<file path="config.mk">
export PLATFORM = sky130hd
export DESIGN_NAME = adc_status_tracker
export DESIGN_NICKNAME = d
export VERILOG_FILES = /design/src/rtl/adc_trk_pkg.sv /design/src/rtl/adc_trk_enable.sv /design/src/rtl/adc_trk_chan_flag.sv /design/src/rtl/adc_trk_global.sv /design/src/rtl/adc_trk_data_store.sv /design/src/rtl/adc_status_tracker.sv
export SDC_FILE = /design/constraint.sdc
export NUM_CORES = 1
export LEC_CHECK = 0
export BUFFER_PORTS_ARGS = -buffer_cell sky130_fd_sc_hd__buf_2
export CORE_UTILIZATION = 25
export DETAILED_ROUTE_END_ITERATION = 10
export PLACE_DENSITY = 0.5
export SYNTH_ARGS = -nofsm -noshare
export SYNTH_HDL_FRONTEND = slang
export SYNTH_SLANG_ARGS = --single-unit
</file>
<file path="constraint.sdc">
create_clock -name clk -period 3.7 [get_ports clk]
set_input_delay 0.74 -clock clk [delete_from_list [all_inputs] [get_ports clk]]
set_output_delay 0.74 -clock clk [all_outputs]
set_load 0.02 [all_outputs]
</file>
<file path="src/rtl/adc_trk_pkg.sv">
package adc_trk_pkg;
  typedef enum logic [1:0] {
    SEL_STATUS = 2'd0,
    SEL_LAST   = 2'd1,
    SEL_CHAN   = 2'd2
  } rd_sel_t;

  localparam int RD_W       = 32;
  localparam int LAST_CH_LSB = 12;
endpackage

</file>
<file path="src/rtl/adc_trk_enable.sv">
module adc_trk_enable #(
  parameter int NUM_CH = 8,
  localparam int CH_W = $clog2(NUM_CH)
) (
  input  logic              clk,
  input  logic              rst,
  input  logic              en_wr,
  input  logic [NUM_CH-1:0] en_mask,
  input  logic              dis_wr,
  input  logic [NUM_CH-1:0] dis_mask,
  input  logic              eoc_valid,
  input  logic [CH_W-1:0]   eoc_chan,
  output logic [NUM_CH-1:0] hit,
  output logic              accept
);
  logic [NUM_CH-1:0] ch_en;
  logic [NUM_CH-1:0] dis_now;
  logic [NUM_CH-1:0] en_now;

  assign dis_now = dis_wr ? dis_mask : '0;
  assign en_now  = en_wr  ? en_mask  : '0;

  always_ff @(posedge clk) begin
    if (rst) ch_en <= '0;
    else     ch_en <= (ch_en | en_now) & ~dis_now;
  end

  genvar g;
  generate
    for (g = 0; g < NUM_CH; g++) begin : g_hit
      assign hit[g] = eoc_valid && (eoc_chan == CH_W'(g)) &&
                      ch_en[g] && !dis_now[g];
    end
  endgenerate

  assign accept = |hit;

  assert_single_hit_R2: assert property (@(posedge clk) disable iff (rst)
    $onehot0(hit));

  assert_disable_wins_R10: assert property (@(posedge clk) disable iff (rst)
    (dis_wr && en_wr && ((dis_mask & en_mask) != '0)) |=>
      ((ch_en & $past(dis_mask & en_mask)) == '0));
endmodule

</file>
<file path="src/rtl/adc_trk_chan_flag.sv">
module adc_trk_chan_flag (
  input  logic clk,
  input  logic rst,
  input  logic hit,
  input  logic clr_pend,
  input  logic stat_rd,
  output logic pend,
  output logic lost
);
  always_ff @(posedge clk) begin
    if (rst) begin
      pend <= 1'b0;
      lost <= 1'b0;
    end else begin
      pend <= hit | (pend & ~clr_pend);
      lost <= (hit & pend) | (lost & ~stat_rd);
    end
  end

  assert_overrun_sets_R4: assert property (@(posedge clk) disable iff (rst)
    (hit && pend) |=> lost);

  assert_status_clears_lost_R6: assert property (@(posedge clk) disable iff (rst)
    (stat_rd && !(hit && pend)) |=> !lost);

  assert_pend_needs_hit_R9: assert property (@(posedge clk) disable iff (rst)
    (!pend && !hit) |=> !pend);
endmodule

</file>
<file path="src/rtl/adc_trk_global.sv">
module adc_trk_global #(
  parameter int NUM_CH = 8,
  parameter int DATA_W = 10,
  localparam int CH_W = $clog2(NUM_CH)
) (
  input  logic              clk,
  input  logic              rst,
  input  logic              accept,
  input  logic              clr_new,
  input  logic              stat_rd,
  input  logic [CH_W-1:0]   eoc_chan,
  input  logic [DATA_W-1:0] eoc_data,
  output logic              new_res,
  output logic              glost,
  output logic [CH_W-1:0]   last_chan,
  output logic [DATA_W-1:0] last_data
);
  always_ff @(posedge clk) begin
    if (rst) begin
      new_res   <= 1'b0;
      glost     <= 1'b0;
      last_chan <= '0;
      last_data <= '0;
    end else begin
      new_res <= accept | (new_res & ~clr_new);
      glost   <= (accept & new_res) | (glost & ~stat_rd);
      if (accept) begin
        last_chan <= eoc_chan;
        last_data <= eoc_data;
      end
    end
  end

  assert_new_on_accept_R7: assert property (@(posedge clk) disable iff (rst)
    accept |=> new_res);

  assert_glost_sets_R5: assert property (@(posedge clk) disable iff (rst)
    (accept && new_res) |=> glost);

  assert_status_clears_glost_R6: assert property (@(posedge clk) disable iff (rst)
    (stat_rd && !(accept && new_res)) |=> !glost);

  assert_last_tracks_R2: assert property (@(posedge clk) disable iff (rst)
    accept |=> (last_chan == $past(eoc_chan) && last_data == $past(eoc_data)));
endmodule

</file>
<file path="src/rtl/adc_trk_data_store.sv">
module adc_trk_data_store #(
  parameter int NUM_CH = 8,
  parameter int DATA_W = 10,
  localparam int CH_W = $clog2(NUM_CH)
) (
  input  logic              clk,
  input  logic              we,
  input  logic [CH_W-1:0]   waddr,
  input  logic [DATA_W-1:0] wdata,
  input  logic              re,
  input  logic [CH_W-1:0]   raddr,
  output logic [DATA_W-1:0] q
);
  logic [DATA_W-1:0] mem [NUM_CH];

  always_ff @(posedge clk) begin
    if (we) mem[waddr] <= wdata;
  end

  always_ff @(posedge clk) begin
    if (re) q <= mem[raddr];
  end
endmodule

</file>
<file path="src/rtl/adc_status_tracker.sv">
module adc_status_tracker #(
  parameter int NUM_CH = 8,
  parameter int DATA_W = 10,
  localparam int CH_W = $clog2(NUM_CH)
) (
  input  logic              clk,
  input  logic              rst,
  input  logic              eoc_valid,
  input  logic [CH_W-1:0]   eoc_chan,
  input  logic [DATA_W-1:0] eoc_data,
  input  logic              en_wr,
  input  logic [NUM_CH-1:0] en_mask,
  input  logic              dis_wr,
  input  logic [NUM_CH-1:0] dis_mask,
  input  logic              rd_valid,
  input  logic [1:0]        rd_sel,
  input  logic [CH_W-1:0]   rd_chan,
  output logic              rd_ack,
  output logic [31:0]       rd_data
);
  import adc_trk_pkg::*;

  rd_sel_t sel;
  assign sel = rd_sel_t'(rd_sel);

  logic [NUM_CH-1:0] hit;
  logic              accept;
  logic [NUM_CH-1:0] pend;
  logic [NUM_CH-1:0] lost;
  logic [NUM_CH-1:0] clr_pend;
  logic              new_res;
  logic              glost;
  logic [CH_W-1:0]   last_chan;
  logic [DATA_W-1:0] last_data;
  logic [DATA_W-1:0] slot_q;
  logic              stat_rd;
  logic              last_rd;
  logic              chan_rd;

  assign stat_rd = rd_valid && (sel == SEL_STATUS);
  assign last_rd = rd_valid && (sel == SEL_LAST);
  assign chan_rd = rd_valid && (sel == SEL_CHAN);

  adc_trk_enable #(.NUM_CH(NUM_CH)) u_enable (
    .clk(clk), .rst(rst),
    .en_wr(en_wr), .en_mask(en_mask),
    .dis_wr(dis_wr), .dis_mask(dis_mask),
    .eoc_valid(eoc_valid), .eoc_chan(eoc_chan),
    .hit(hit), .accept(accept)
  );

  genvar g;
  generate
    for (g = 0; g < NUM_CH; g++) begin : g_ch
      assign clr_pend[g] = (chan_rd && rd_chan == CH_W'(g)) ||
                           (last_rd && last_chan == CH_W'(g));
      adc_trk_chan_flag u_flag (
        .clk(clk), .rst(rst),
        .hit(hit[g]), .clr_pend(clr_pend[g]), .stat_rd(stat_rd),
        .pend(pend[g]), .lost(lost[g])
      );
    end
  endgenerate

  adc_trk_global #(.NUM_CH(NUM_CH), .DATA_W(DATA_W)) u_global (
    .clk(clk), .rst(rst),
    .accept(accept), .clr_new(last_rd), .stat_rd(stat_rd),
    .eoc_chan(eoc_chan), .eoc_data(eoc_data),
    .new_res(new_res), .glost(glost),
    .last_chan(last_chan), .last_data(last_data)
  );

  adc_trk_data_store #(.NUM_CH(NUM_CH), .DATA_W(DATA_W)) u_store (
    .clk(clk),
    .we(accept), .waddr(eoc_chan), .wdata(eoc_data),
    .re(chan_rd), .raddr(rd_chan), .q(slot_q)
  );

  logic [RD_W-1:0] stat_word;
  logic [RD_W-1:0] last_word;

  always_comb begin
    stat_word = '0;
    stat_word[NUM_CH-1:0]        = pend;
    stat_word[2*NUM_CH-1:NUM_CH] = lost;
    stat_word[2*NUM_CH]          = new_res;
    stat_word[2*NUM_CH+1]        = glost;
    last_word = '0;
    last_word[DATA_W-1:0]                 = last_data;
    last_word[LAST_CH_LSB+CH_W-1:LAST_CH_LSB] = last_chan;
  end

  logic            slot_sel_q;
  logic [RD_W-1:0] hold_q;

  always_ff @(posedge clk) begin
    if (rst) begin
      rd_ack     <= 1'b0;
      slot_sel_q <= 1'b0;
      hold_q     <= '0;
    end else begin
      rd_ack <= rd_valid;
      if (rd_valid) begin
        slot_sel_q <= chan_rd;
        hold_q     <= last_rd ? last_word : stat_word;
      end
    end
  end

  assign rd_data = slot_sel_q ? {{(RD_W-DATA_W){1'b0}}, slot_q} : hold_q;

  assert_discard_keeps_last_R9: assert property (@(posedge clk) disable iff (rst)
    (eoc_valid && dis_wr && dis_mask[eoc_chan]) |=> $stable(last_data));

  assert_ack_follows_read_R2: assert property (@(posedge clk) disable iff (rst)
    rd_valid |=> rd_ack);
endmodule

</file>
# Word level (Yosys, flattened, before mapping)
# Memories as Yosys holds them, arrays and structs flattened. A register that Yosys moved wholly into a read port is not among the register bits.
# Cells that the tools add are included.
# totals
regBits	73
ram_bits	80
input_bits	40
out_inout_bits	33
elab_cells	176
mem_count	1
# memory_table
memory	depth	width	rd	rd_clocked_by_memory_dff	wr	line	rtl
u_store.mem	8	10	1	1	1	adc_trk_data_store.sv:14	logic [DATA_W-1:0] mem [NUM_CH];
# classes
n_eq_ne	23
muxes	6
bitwise_logic	58
n_reduce_logical	64
# ops
operator	count
$logic_and 1x1->1	43
$eq 3x3->1 const B	12
$mux 32	1
$and 1x1->1	27
$eq 3x2->1 const B	6
$mux 18	1
$or 1x1->1	18
$mux 8	2
$not 1->1	10
$eq 3x1->1 const B	3
$logic_not 3->1	3
$and 8x8->8	1
$logic_not 1->1	8
$logic_or 1x1->1	8
$not 8->8	1
$or 8x8->8	1
$reduce_or 8->1	1
$eq 2x1->1 const B	1
$eq 2x2->1 const B	1
$logic_not 2->1	1
$mux 1	2

# Logic depth before layout (Yosys ltp)
# Gate-level depths: netlist of the first run.
# depth
depth_word	7
mapped_depth	6
mapped_depth_nobuf	4

# By module
# A second synthesis of the first run with hierarchy kept.
# hier_totals
hier_cells	467
hier_area_um2	6389.9
# by_module_without_submodules
mod	instances	cells_each	area_each_um2	seq_area_each_um2
adc_trk_data_store	1	138	3433.3	2702.6
adc_status_tracker	1	153	1268.7	400.4
adc_trk_chan_flag	8	8	73.8	40.0
adc_trk_enable	1	62	551.8	160.2
adc_trk_global	1	50	545.5	300.3

# Least setup slack after synthesis of the first run
# Ideal clock, no wire load.
# synth_path
path_kind	input-to-reg
startpoint	input eoc_chan[1]
endpoint	memory u_store.mem[6][0] (enable)
setup_ns	0.395
arrival_ns	2.025
t_required_ns	3.305
path_slack_ns	1.280
path_stages	3
path_buffers	1
cell_sequence	clkbuf_1 -> nand2_1 -> nor3_1
# synth_between
elab_chain_cells	7
elab_cells_between_ends	35
cone_classes	eq/ne (7); mux (2); reduce/logical (26)
# synth_lines
element	line	rtl
start: declaration	adc_status_tracker.sv:9	input logic [CH_W-1:0] eoc_chan,
$eq 3x1->1, or another cell as far along	adc_trk_enable.sv:31	assign hit[g] = eoc_valid && (eoc_chan == CH_W'(g)) &&
$logic_and 1x1->1 (2 in a row)	adc_trk_enable.sv:31	
$logic_and 1x1->1	adc_trk_enable.sv:32	ch_en[g] && !dis_now[g];
$reduce_or 8->1	adc_trk_enable.sv:36	assign accept = |hit;
$mux 1	adc_trk_data_store.sv:17	if (we) mem[waddr] <= wdata;
$mux 1 (implied by the code)	adc_trk_data_store.sv:17	
end: declaration	adc_trk_data_store.sv:14	
# Several ways; a longest one is shown, not always the timed one.

# Worst setup path in the final report of the first run
# layout_path
startpoint	register slot_sel_q
endpoint	output rd_data[5]
# layout_between
elab_chain_cells	1
# layout_lines
element	line	rtl
start: declaration	adc_status_tracker.sv:93	logic slot_sel_q;
start signal: assignment	adc_status_tracker.sv:104	slot_sel_q <= chan_rd;
$mux 32	adc_status_tracker.sv:110	assign rd_data = slot_sel_q ? {{(RD_W-DATA_W){1'b0}}, slot_q} : hold_q;
end: declaration	adc_status_tracker.sv:19	output logic [31:0] rd_data
# No other way between the ends.

==> results of run 1 <==
-- per-stage QoR --
stage | setup WS (ns) | std cells | hold WS [ns] | cell area, sq um
finish | 1.10 | 856 | 0.462 | 7380
global route | 0.999 | 856 | 0.494 | 7380
CTS | 1.07 | 856 | 0.466 | 7380
detailed placement | 1.14 | 824 | 0.458 | 6830
global placement | 1.18 | 824 | 0.459 | 6830
floorplan | 1.28 | 478 | 0.441 | 6280
-- Yosys cell counts (all sizes together), types with 3 or more instances --
master	n
a32oi	3
clkbuf	22
nand3b	4
a311oi	13
nand3	5
a22oi	13
edfxtp	90
nor2	34
and2	4
and3b	3
a211oi	6
mux2i	17
dfxtp	59
buf	22
and3	5
nor2b	13
mux4	22
nor3	11
mux2	20
nand2b	26
a21oi	17
nand2	33
-- state kept, by name, indices dropped and copies added (netlist names) --
register / flops
g_ch.u_flag.lost: 8
g_ch.u_flag.pend: 8
hold_q: 18
rd_ack: 1
slot_sel_q: 1
u_enable.ch_en: 8
u_global.glost: 1
u_global.last_chan: 3
u_global.last_data: 10
u_global.new_res: 1
u_store.mem: 80
u_store.q: 10
-- cells by family after synthesis --
family	Yosys count
flops	149
simple gates	145
compound gates	65
mux	59
buf+inv	46
other cells	1
-- worst min path at each step --
stage,cells after the start,to
3_5_place_dp,2,hold_q[16]$_SDFFE_PP0P_
4_1_cts,2,hold_q[16]$_SDFFE_PP0P_
6_report,2,hold_q[16]$_SDFFE_PP0P_
5_1_grt,2,hold_q[16]$_SDFFE_PP0P_
2_1_floorplan,2,hold_q[16]$_SDFFE_PP0P_
3_3_place_gp,2,u_global.last_data[2]$_SDFFE_PP0P_
-- critical path, cell delays in order (launching register included) --
cell and delay, ns:
dfxtp_1 0.81, mux2_2 0.45, buf_2 0.17
-- cell type report --
type,instances,area [sq um],area share
inverters,2,7.51,0.00102
flip-flops and latches,149,3880,0.526
clock inverters,9,80.1,0.0109
clock buffers,23,468,0.0634
well taps,324,405,0.0550
repair buffers,66,350,0.0475
multi-input cells,283,2180,0.296
-- metal layers --
layer  global-route usage  up-vias  routed length (um)
li1                     -     1832                   -
met3               0.0335       15                 694
met2                0.193       80                7080
met5                    0        -                   0
met1                0.156     1972                6770
met4               0.0442        0                 137
-- where the power goes --
group	internal, uW	switching [uW]	leakage, uW	total, uW
registers	1780	15.4	0.00129	1800
logic	92.2	141	0.000970	233
clock network	955	639	0.000271	1590
==> results.json, run 1 <==
{
  "status": "complete, no violations",
  "cts-resized-gates": 0,
  "routed_wirelength_um": 14700,
  "num_io_pins": 73,
  "synthXorXnorAreaFrac": 0,
  "cp_max_fo": 12,
  "synthMuxAreaShare": 0.143,
  "cts_tree": "done",
  "clk_pin_slew_worst_paths_ns": 0.06,
  "yosysTopAreaCellShare": 0.434,
  "cap_violations": 0,
  "clkLatencyLatePin_ns": 0.42,
  "r2r_start": "u_enable.ch_en[5]$_SDFF_PP0_",
  "hold_start": "hold_q[16]$_SDFFE_PP0P_",
  "endpoint": "rd_data[5]",
  "die_area_sq_um": 25600,
  "fin_crit_sh": 0.702,
  "fin_crit_ns": 2.60,
  "avgRoutedWirePerCell_um": 17.1,
  "cts_setup_buffers": 0,
  "power_uw": 3630,
  "synth_compound_area_frac": 0.0751,
  "synthTopCellsByArea": "edfxtp_1 43%, dfxtp_1 19%, mux4_2 8.0%",
  "drive_above_1_share": 0.267,
  "synth_top_family_by_area": "multiplexers",
  "crit_type": "reg2out",
  "final_cell_mix": "90 x edfxtp_1, 59 x dfxtp_1, 58 x buf_2, 34 x nor2_1, 33 x nand2_1",
  "clock.fmax_mhz": 385,
  "fp.dieH_um": 160,
  "drv_slew": 0,
  "synth_adder_area_share": 0,
  "cp.arrival_ns": 1.86,
  "synth_edf_count": 90,
  "setup-violations-final": 0,
  "peakVddDrop_uv": 236,
  "crit_start": "slot_sel_q$_SDFFE_PP0P_",
  "dp_hpwl_um": 9470,
  "grt-ovfl-total": 0,
  "finalWeightedCongestion": 0.807,
  "fin_util": 0.302,
  "routed-via-count": 3899,
  "rr_worst_depth": 2,
  "fin_setup_tns_ns": 0,
  "drc_errors": 0,
  "grt_max_degree": 38,
  "rsz0062_at_grt": "no",
  "htreeDepth": 4,
  "synthSimpleGateAreaFrac": 0.120,
  "min_path_type": "reg2reg",
  "critical_path_required_ns": 2.96,
  "cts_buffers": 17,
  "cellLeakagePower_uw": 0.00253,
  "grt_use_total": 0.121,
  "dr.pass1.iters": 4,
  "yosysSeqAreaShare": 0.623,
  "drt_iter0_drc": 244,
  "synthArstFlopShare": 0,
  "cts-root-buf": "clkbuf_16",
  "syn_area_sq_um": 6230,
  "clockBufferDepth": 2,
  "max_slew_margin": 0.426,
  "r2r_slack_ns": 1.90,
  "yosys_warnings": 0,
  "synth_top_area_cell": "edfxtp_1",
  "io_buffers": 58,
  "hold_viol_final": 0,
  "power.density_nw_per_um2": 492,
  "startpoint_type": "flop",
  "nets": 559,
  "r2r_end": "u_store.mem[5][6]$_DFFE_PP_",
  "syn_inst": 465,
  "num_rows": 57,
  "synth_flop_cell": "edfxtp_1",
  "initial_core_util": 0.255,
  "cts_sinks": 149,
  "core_region_area_sq_um": 24400,
  "synth_seq_cells": 149,
  "antenna_found_initial": 0,
  "fin_worst_skew_ns": 0.00661,
  "endpoint_kind": "primary output",
  "grt_pass1_wl_um": 22800,
  "ant_nets": 0,
  "n_fill_cell": 2492,
  "mostFrequentLayoutCell": "edfxtp_1",
  "via_per_inst": 4.55,
  "cts_hold_buf": 0,
  "syn_area_per_cell_sq_um": 13.4,
  "insertedDiodeCount": 0,
  "first_global_vias": 3975,
  "die_w_um": 160,
  "yosysUniqueCellTypes": 42,
  "syn2layout_area_growth_pct": 18.4,
  "tightest_slew_ns": 0.861
}
Power figures use the tool's default switching activity.
==> run 2, diff against run 1 <==
ABC_AREA = 1   (was unset)
PLACE_DENSITY = 0.51   (was 0.5)
clock period = 2.2 ns   (was 3.7 ns; I/O delays follow)
==> run 2 against run 1 <==
Net effect: die area fell by 0.44%; cell count up 17%; largest cell class unchanged; worst hold slack got worse by 0.25 ns; worst setup slack lost 0.92 ns; synthesized cell count is 28% higher; critical path depth unchanged; clock power increased by 72%; critical path type unchanged; non-clock buffer count grew 14; clock-buffer cell count shrank 6; largest power group unchanged.
==> results.json, run 2 <==
{
  "status": "complete, no violations",
  "synth_top_area_cell": "edfxtp_1",
  "yosysUniqueCellTypes": 33,
  "synthTopCellsByArea": "edfxtp_1 44%, dfxtp_1 19%, nand2_1 6.0%",
  "endpoint_kind": "primary output",
  "num_rows": 57,
  "fin_setup_tns_ns": 0,
  "grt-ovfl-total": 0,
  "cts-resized-gates": 1,
  "syn2layout_area_growth_pct": 20.0,
  "avgRoutedWirePerCell_um": 15.8,
  "cts_tree": "done",
  "synthArstFlopShare": 0,
  "num_io_pins": 73,
  "hold_start": "dis_mask[3]",
  "seq_area_sq_um": 3880,
  "whs_path_depth": 2,
  "r2r_start": "u_enable.ch_en[4]$_SDFF_PP0_",
  "n_fill_cell": 2528,
  "fin_crit_sh": 0.915,
  "cts_sinks": 149,
  "startpoint_type": "flop",
  "crit_start": "slot_sel_q$_SDFFE_PP0P_",
  "grt_max_degree": 49,
  "antenna_found_initial": 0,
  "crit_slowest_cell": "dfxtp_2",
  "cp_max_fo": 16,
  "placed_cells": 970,
  "drt_iter0_drc": 258,
  "multi_input_area_sq_um": 1910,
  "largest_reg_flops": 80,
  "fin_worst_skew_ns": 0.00592,
  "ant_nets": 0,
  "power_frac_comb": 0.070,
  "tightest_slew_ns": 0.543,
  "min_path_type": "in2reg",
  "clkLatencyLatePin_ns": 0.43,
  "cellLeakagePower_uw": 0.00282,
  "clk_pin_slew_worst_paths_ns": 0.06,
  "dr.pass1.iters": 5,
  "finish.instance_area_sq_um": 7440,
  "yosysMostFrequentCell": "nand2_1",
  "synth_edf_count": 90,
  "synth_seq_cells": 149,
  "insertedDiodeCount": 0,
  "dp_hpwl_um": 10500,
  "final_cell_mix": "99 x nand2_1, 90 x edfxtp_1, 58 x dfxtp_1, 58 x buf_2, 57 x a21oi_1",
  "fp.dieH_um": 160,
  "cts-root-buf": "clkbuf_16",
  "cts_setup_buffers": 0,
  "max_stage_delay_ns": 0.60,
  "crit_type": "reg2out",
  "max_slew_margin": 0.637,
  "syn_area_sq_um": 6200,
  "synthTopCellsByCount": "99 x nand2_1, 90 x edfxtp_1, 59 x dfxtp_1",
  "grt_pass1_wl_um": 24900,
  "clockPowerShare": 0.441,
  "worst_slack_ns": 0.186,
  "via_per_inst": 4.37,
  "stdcell_count": 1001,
  "routed-via-count": 4376,
  "cts_buffers": 17,
  "syn_area_per_cell_sq_um": 10.4,
  "power.share.switching": 0.242,
  "htreeDepth": 4,
  "synth_flop_cell": "edfxtp_1",
  "internal_power_uw": 4700,
  "power.density_nw_per_um2": 833,
  "die_area_sq_um": 25400,
  "clock.fmax_mhz": 497,
  "io_buffers": 58,
  "cts_hold_buf": 0,
  "pwr-share-seq": 0.489,
  "cp.arrival_ns": 1.57,
  "drive_above_1_share": 0.248,
  "setup-violations-final": 0,
  "drv_slew": 0,
  "clockBufferDepth": 2,
  "place_area_sq_um": 6890,
  "first_global_vias": 4213,
  "rr_worst_depth": 8,
  "critical_path_required_ns": 1.76,
  "finalWeightedCongestion": 0.772,
  "syn_inst": 595,
  "mostFrequentLayoutCell": "nand2_1",
  "rsz0062_at_grt": "no",
  "reg.largest.list": "u_store.mem x80, hold_q x18",
  "cp_cell_sequence": "mux2_2 -> buf_2",
  "cap_violations": 0,
  "hold_viol_final": 0,
  "top_register": "u_store.mem",
  "initial_core_util": 0.255,
  "yosys_warnings": 0,
  "grt_use_total": 0.130,
  "peakVddDrop_uv": 425,
  "p_switching_uw": 1500,
  "yosysSeqAreaShare": 0.626,
  "routed_wirelength_um": 15800,
  "drc_errors": 0,
  "fin_crit_ns": 2.01,
  "core_region_area_sq_um": 24300,
  "place_ws_ns": 0.356,
  "yosysTopAreaCellShare": 0.436,
  "die_w_um": 160,
  "nets": 705
}
==> run 2: cell count changes in the layout (fill, tap and decap cells not counted), sizes merged, moves of 22 or more <==
cell,before,now
a21oi,17,67
inv,2,60
mux4,22,0
nand2,33,119
nand2b,26,0
nand3,5,32
==> run 2: final cells by class <==
class	count	area share
clock buffer	17	0.0572
clock inverter	14	0.0168
inverter	55	0.0277
multi-input combinational	362	0.257
sequential	149	0.522
tap	324	0.0545
timing repair buffer	80	0.0646
==> run 2: power groups by stage <==
| stage | sequential [uW] | combinational, uW | clock (uW) |
|---|---|---|---|
| after floorplan | 3080 | 285 | 0 |
| after global placement | 3100 | 435 | 0 |
| after detailed placement | 3090 | 438 | 0 |
| after CTS | 3030 | 439 | 2800 |
| after global routing | 3040 | 481 | 2920 |
| final | 3030 | 431 | 2740 |
==> run 2: worst paths after layout <==
path,endpoint,slack [ns]
worst max register to register,u_global.last_data[0]$_SDFFE_PP0P_,0.84
worst min-delay path,u_enable.ch_en[3]$_SDFF_PP0_,0.21
worst max-delay path,rd_data[8],0.19
worst min register to register,g_ch[3].u_flag.lost$_SDFF_PP0_,0.46
==> run 2: per-stage QoR <==
step                total power [uW]   util  hold slack, ns
floorplan                       3370      -           0.437
global placement                3530  0.283           0.453
detailed placement              3530  0.283           0.452
CTS                             6270  0.306           0.197
global route                    6440  0.306           0.208
finish                          6200  0.306           0.215
==> run 2: worst max-delay path: cells and delay by family (launching register included) <==
family   cells  cell delay [ns]
mux          1             0.39
buf+inv      1             0.16
flops        1             0.60
==> run 2: layer usage <==
metal / part of all wire / vias up / global-route usage
li1: - / 2159 / -
met1: 0.48 / 2093 / 0.179
met2: 0.47 / 111 / 0.199
met3: 0.037 / 13 / 0.0323
met4: 0.015 / 0 / 0.0472
met5: 0 / - / 0
==> run 2: cell families after synthesis <==
logic type,Yosys count,synth area share
AOI/OAI and AO/OA,126,0.124
DFF,149,0.626
muxes,6,0.0109
buffers and inverters,97,0.0732
other,1,0.000605
and+or+nand+nor,216,0.166
==> run 3, diff against run 2 <==
REMOVE_ABC_BUFFERS = 1   (was unset)
==> run 3 against run 2 <==
Net effect: utilization up 0.19 points; maximum frequency down 4.5%; clock skew up 0.0079 ns; critical endpoint is now rd_data[5]; highest routed layer unchanged; critical path type unchanged; worst hold slack better by 0.0031 ns; register-to-register slack worse by 0.12 ns; sequential cell count unchanged; largest cell class unchanged; non-clock buffer count up 2; cell area up 0.61%; die area unchanged.
==> results.json, run 3 (synthesis gave the netlist of run 2 again) <==
{
  "status": "complete, no violations",
  "num_rows": 57,
  "drc_errors": 0,
  "syn2layout_area_growth_pct": 20.7,
  "top_register": "u_store.mem",
  "routed_wirelength_um": 15800,
  "cts_sinks": 149,
  "cellLeakagePower_uw": 0.00285,
  "avgRoutedWirePerCell_um": 15.8,
  "fin_setup_tns_ns": 0,
  "crit_slowest_cell": "dfxtp_1",
  "finalWeightedCongestion": 0.800,
  "hold_end": "u_enable.ch_en[3]$_SDFF_PP0_",
  "r2r_slack_ns": 0.72,
  "cts-resized-gates": 0,
  "die_w_um": 160,
  "largest_reg_flops": 80,
  "htreeDepth": 4,
  "endpoint_kind": "primary output",
  "routed-via-count": 4357,
  "critical_path_required_ns": 1.76,
  "hold_start": "dis_mask[3]",
  "power_uw": 6390,
  "clockBufferDepth": 2,
  "die_area_sq_um": 25400,
  "antenna_found_initial": 0,
  "fin_crit_ns": 2.11,
  "grt_use_total": 0.131,
  "clockPowerShare": 0.457,
  "first_global_vias": 4276,
  "dr.pass1.iters": 5,
  "p_switching_uw": 1410,
  "ant_nets": 0,
  "initial_core_util": 0.255,
  "power_frac_comb": 0.068,
  "drive_above_1_share": 0.244,
  "core_region_area_sq_um": 24300,
  "clock.fmax_mhz": 474,
  "grt_pass1_wl_um": 24900,
  "reg.largest.list": "u_store.mem x80, hold_q x18",
  "pwr-share-seq": 0.474,
  "final_cell_mix": "99 x nand2_1, 90 x edfxtp_1, 59 x dfxtp_1, 58 x buf_2, 57 x a21oi_1",
  "cp.arrival_ns": 1.67,
  "drt_iter0_drc": 321,
  "cp_cell_sequence": "buf_4 -> mux2_2 -> buf_2",
  "clk_pin_slew_worst_paths_ns": 0.06,
  "cts-root-buf": "clkbuf_16",
  "cts_tree": "done",
  "whs_path_depth": 2,
  "fin_crit_sh": 0.958,
  "nets": 707,
  "internal_power_uw": 4980,
  "rsz0062_at_grt": "no",
  "grt_max_degree": 29,
  "power.density_nw_per_um2": 853,
  "crit_type": "reg2out",
  "power.share.switching": 0.221,
  "min_path_type": "in2reg",
  "cap_violations": 0,
  "setup-violations-final": 0,
  "fin_worst_skew_ns": 0.0138,
  "tightest_slew_ns": 0.577,
  "via_per_inst": 4.34,
  "cts_setup_buffers": 0,
  "hold_viol_final": 0,
  "max_stage_delay_ns": 0.48,
  "rr_worst_depth": 6,
  "insertedDiodeCount": 0,
  "grt-ovfl-total": 0,
  "cts_buffers": 17,
  "peakVddDrop_uv": 405,
  "max_slew_margin": 0.615,
  "r2r_end": "g_ch[5].u_flag.lost$_SDFF_PP0_",
  "mostFrequentLayoutCell": "nand2_1",
  "io_buffers": 58,
  "cp_max_fo": 7,
  "drv_slew": 0,
  "r2r_start": "u_enable.ch_en[5]$_SDFF_PP0_",
  "fp.dieH_um": 160,
  "num_io_pins": 73,
  "startpoint_type": "flop",
  "clkLatencyLatePin_ns": 0.43,
  "dp_hpwl_um": 10700,
  "cts_hold_buf": 0
}
-- run 3: cell types whose count changed in the layout (fill, tap and decap cells not counted), moves of 2 or more --
cell | before | now
buf_4 | 20 | 23
clkbuf_1 | 0 | 3
inv_6 | 4 | 1
bufinv_16 | 1 | 3
clkbuf_8 | 0 | 2
-- run 3: power by group through the flow --
stage	Clock [uW]	Sequential, uW	Combinational (uW)
2_1_floorplan	0	3080	228
3_3_place_gp	0	3090	442
3_5_place_dp	0	3090	442
4_1_cts	3000	3030	444
5_1_grt	3120	3030	485
6_report	2920	3030	436
-- run 3: worst max-delay path by stage --
stage | startpoint | to | slack [ns] | depth (start not counted)
after floorplan | rd_chan[0] | u_store.q[1]$_DFFE_PP_ | 0.47 | 5
after global placement | dis_wr | g_ch[5].u_flag.lost$_SDFF_PP0_ | 0.35 | 8
after detailed placement | dis_wr | g_ch[5].u_flag.lost$_SDFF_PP0_ | 0.33 | 8
after CTS | slot_sel_q$_SDFFE_PP0P_ | rd_data[5] | 0.06 | 3
after global routing | slot_sel_q$_SDFFE_PP0P_ | rd_data[5] | 0.04 | 3
final | slot_sel_q$_SDFFE_PP0P_ | rd_data[5] | 0.09 | 3
-- run 3: stage by stage --
step                std cells  area, sq um  setup WS [ns]  hold WS, ns   util
floorplan                 566         6000          0.467        0.436      -
global placement          972         6890          0.350        0.449  0.283
detailed placement        972         6890          0.334        0.454  0.283
CTS                      1004         7490         0.0645        0.192  0.308
global route             1004         7490         0.0361        0.215  0.308
finish                   1004         7490         0.0913        0.218  0.308
-- run 3: layout make-up --
type / instances / area (sq um)
clock inverters: 10 / 130
clock buffers: 22 / 464
repair buffers: 82 / 483
well taps: 324 / 405
flip-flops and latches: 149 / 3880
fillers: 2515 / 16800
multi-input cells: 362 / 1910
inverters: 55 / 206
-- run 3: worst max-delay path: cells and delay by family (launching register included) --
kind	cells	cell delay (ns)
multiplexers	1	0.38
flip-flops	1	0.48
buffers and inverters	2	0.39
-- run 3: per-layer routing --
layer	track usage	vias to the layer above	part of all wire
li1	-	2170	-
met1	0.179	2062	0.49
met2	0.200	110	0.45
met3	0.0341	15	0.036
met4	0.0450	0	0.017
met5	0	-	0
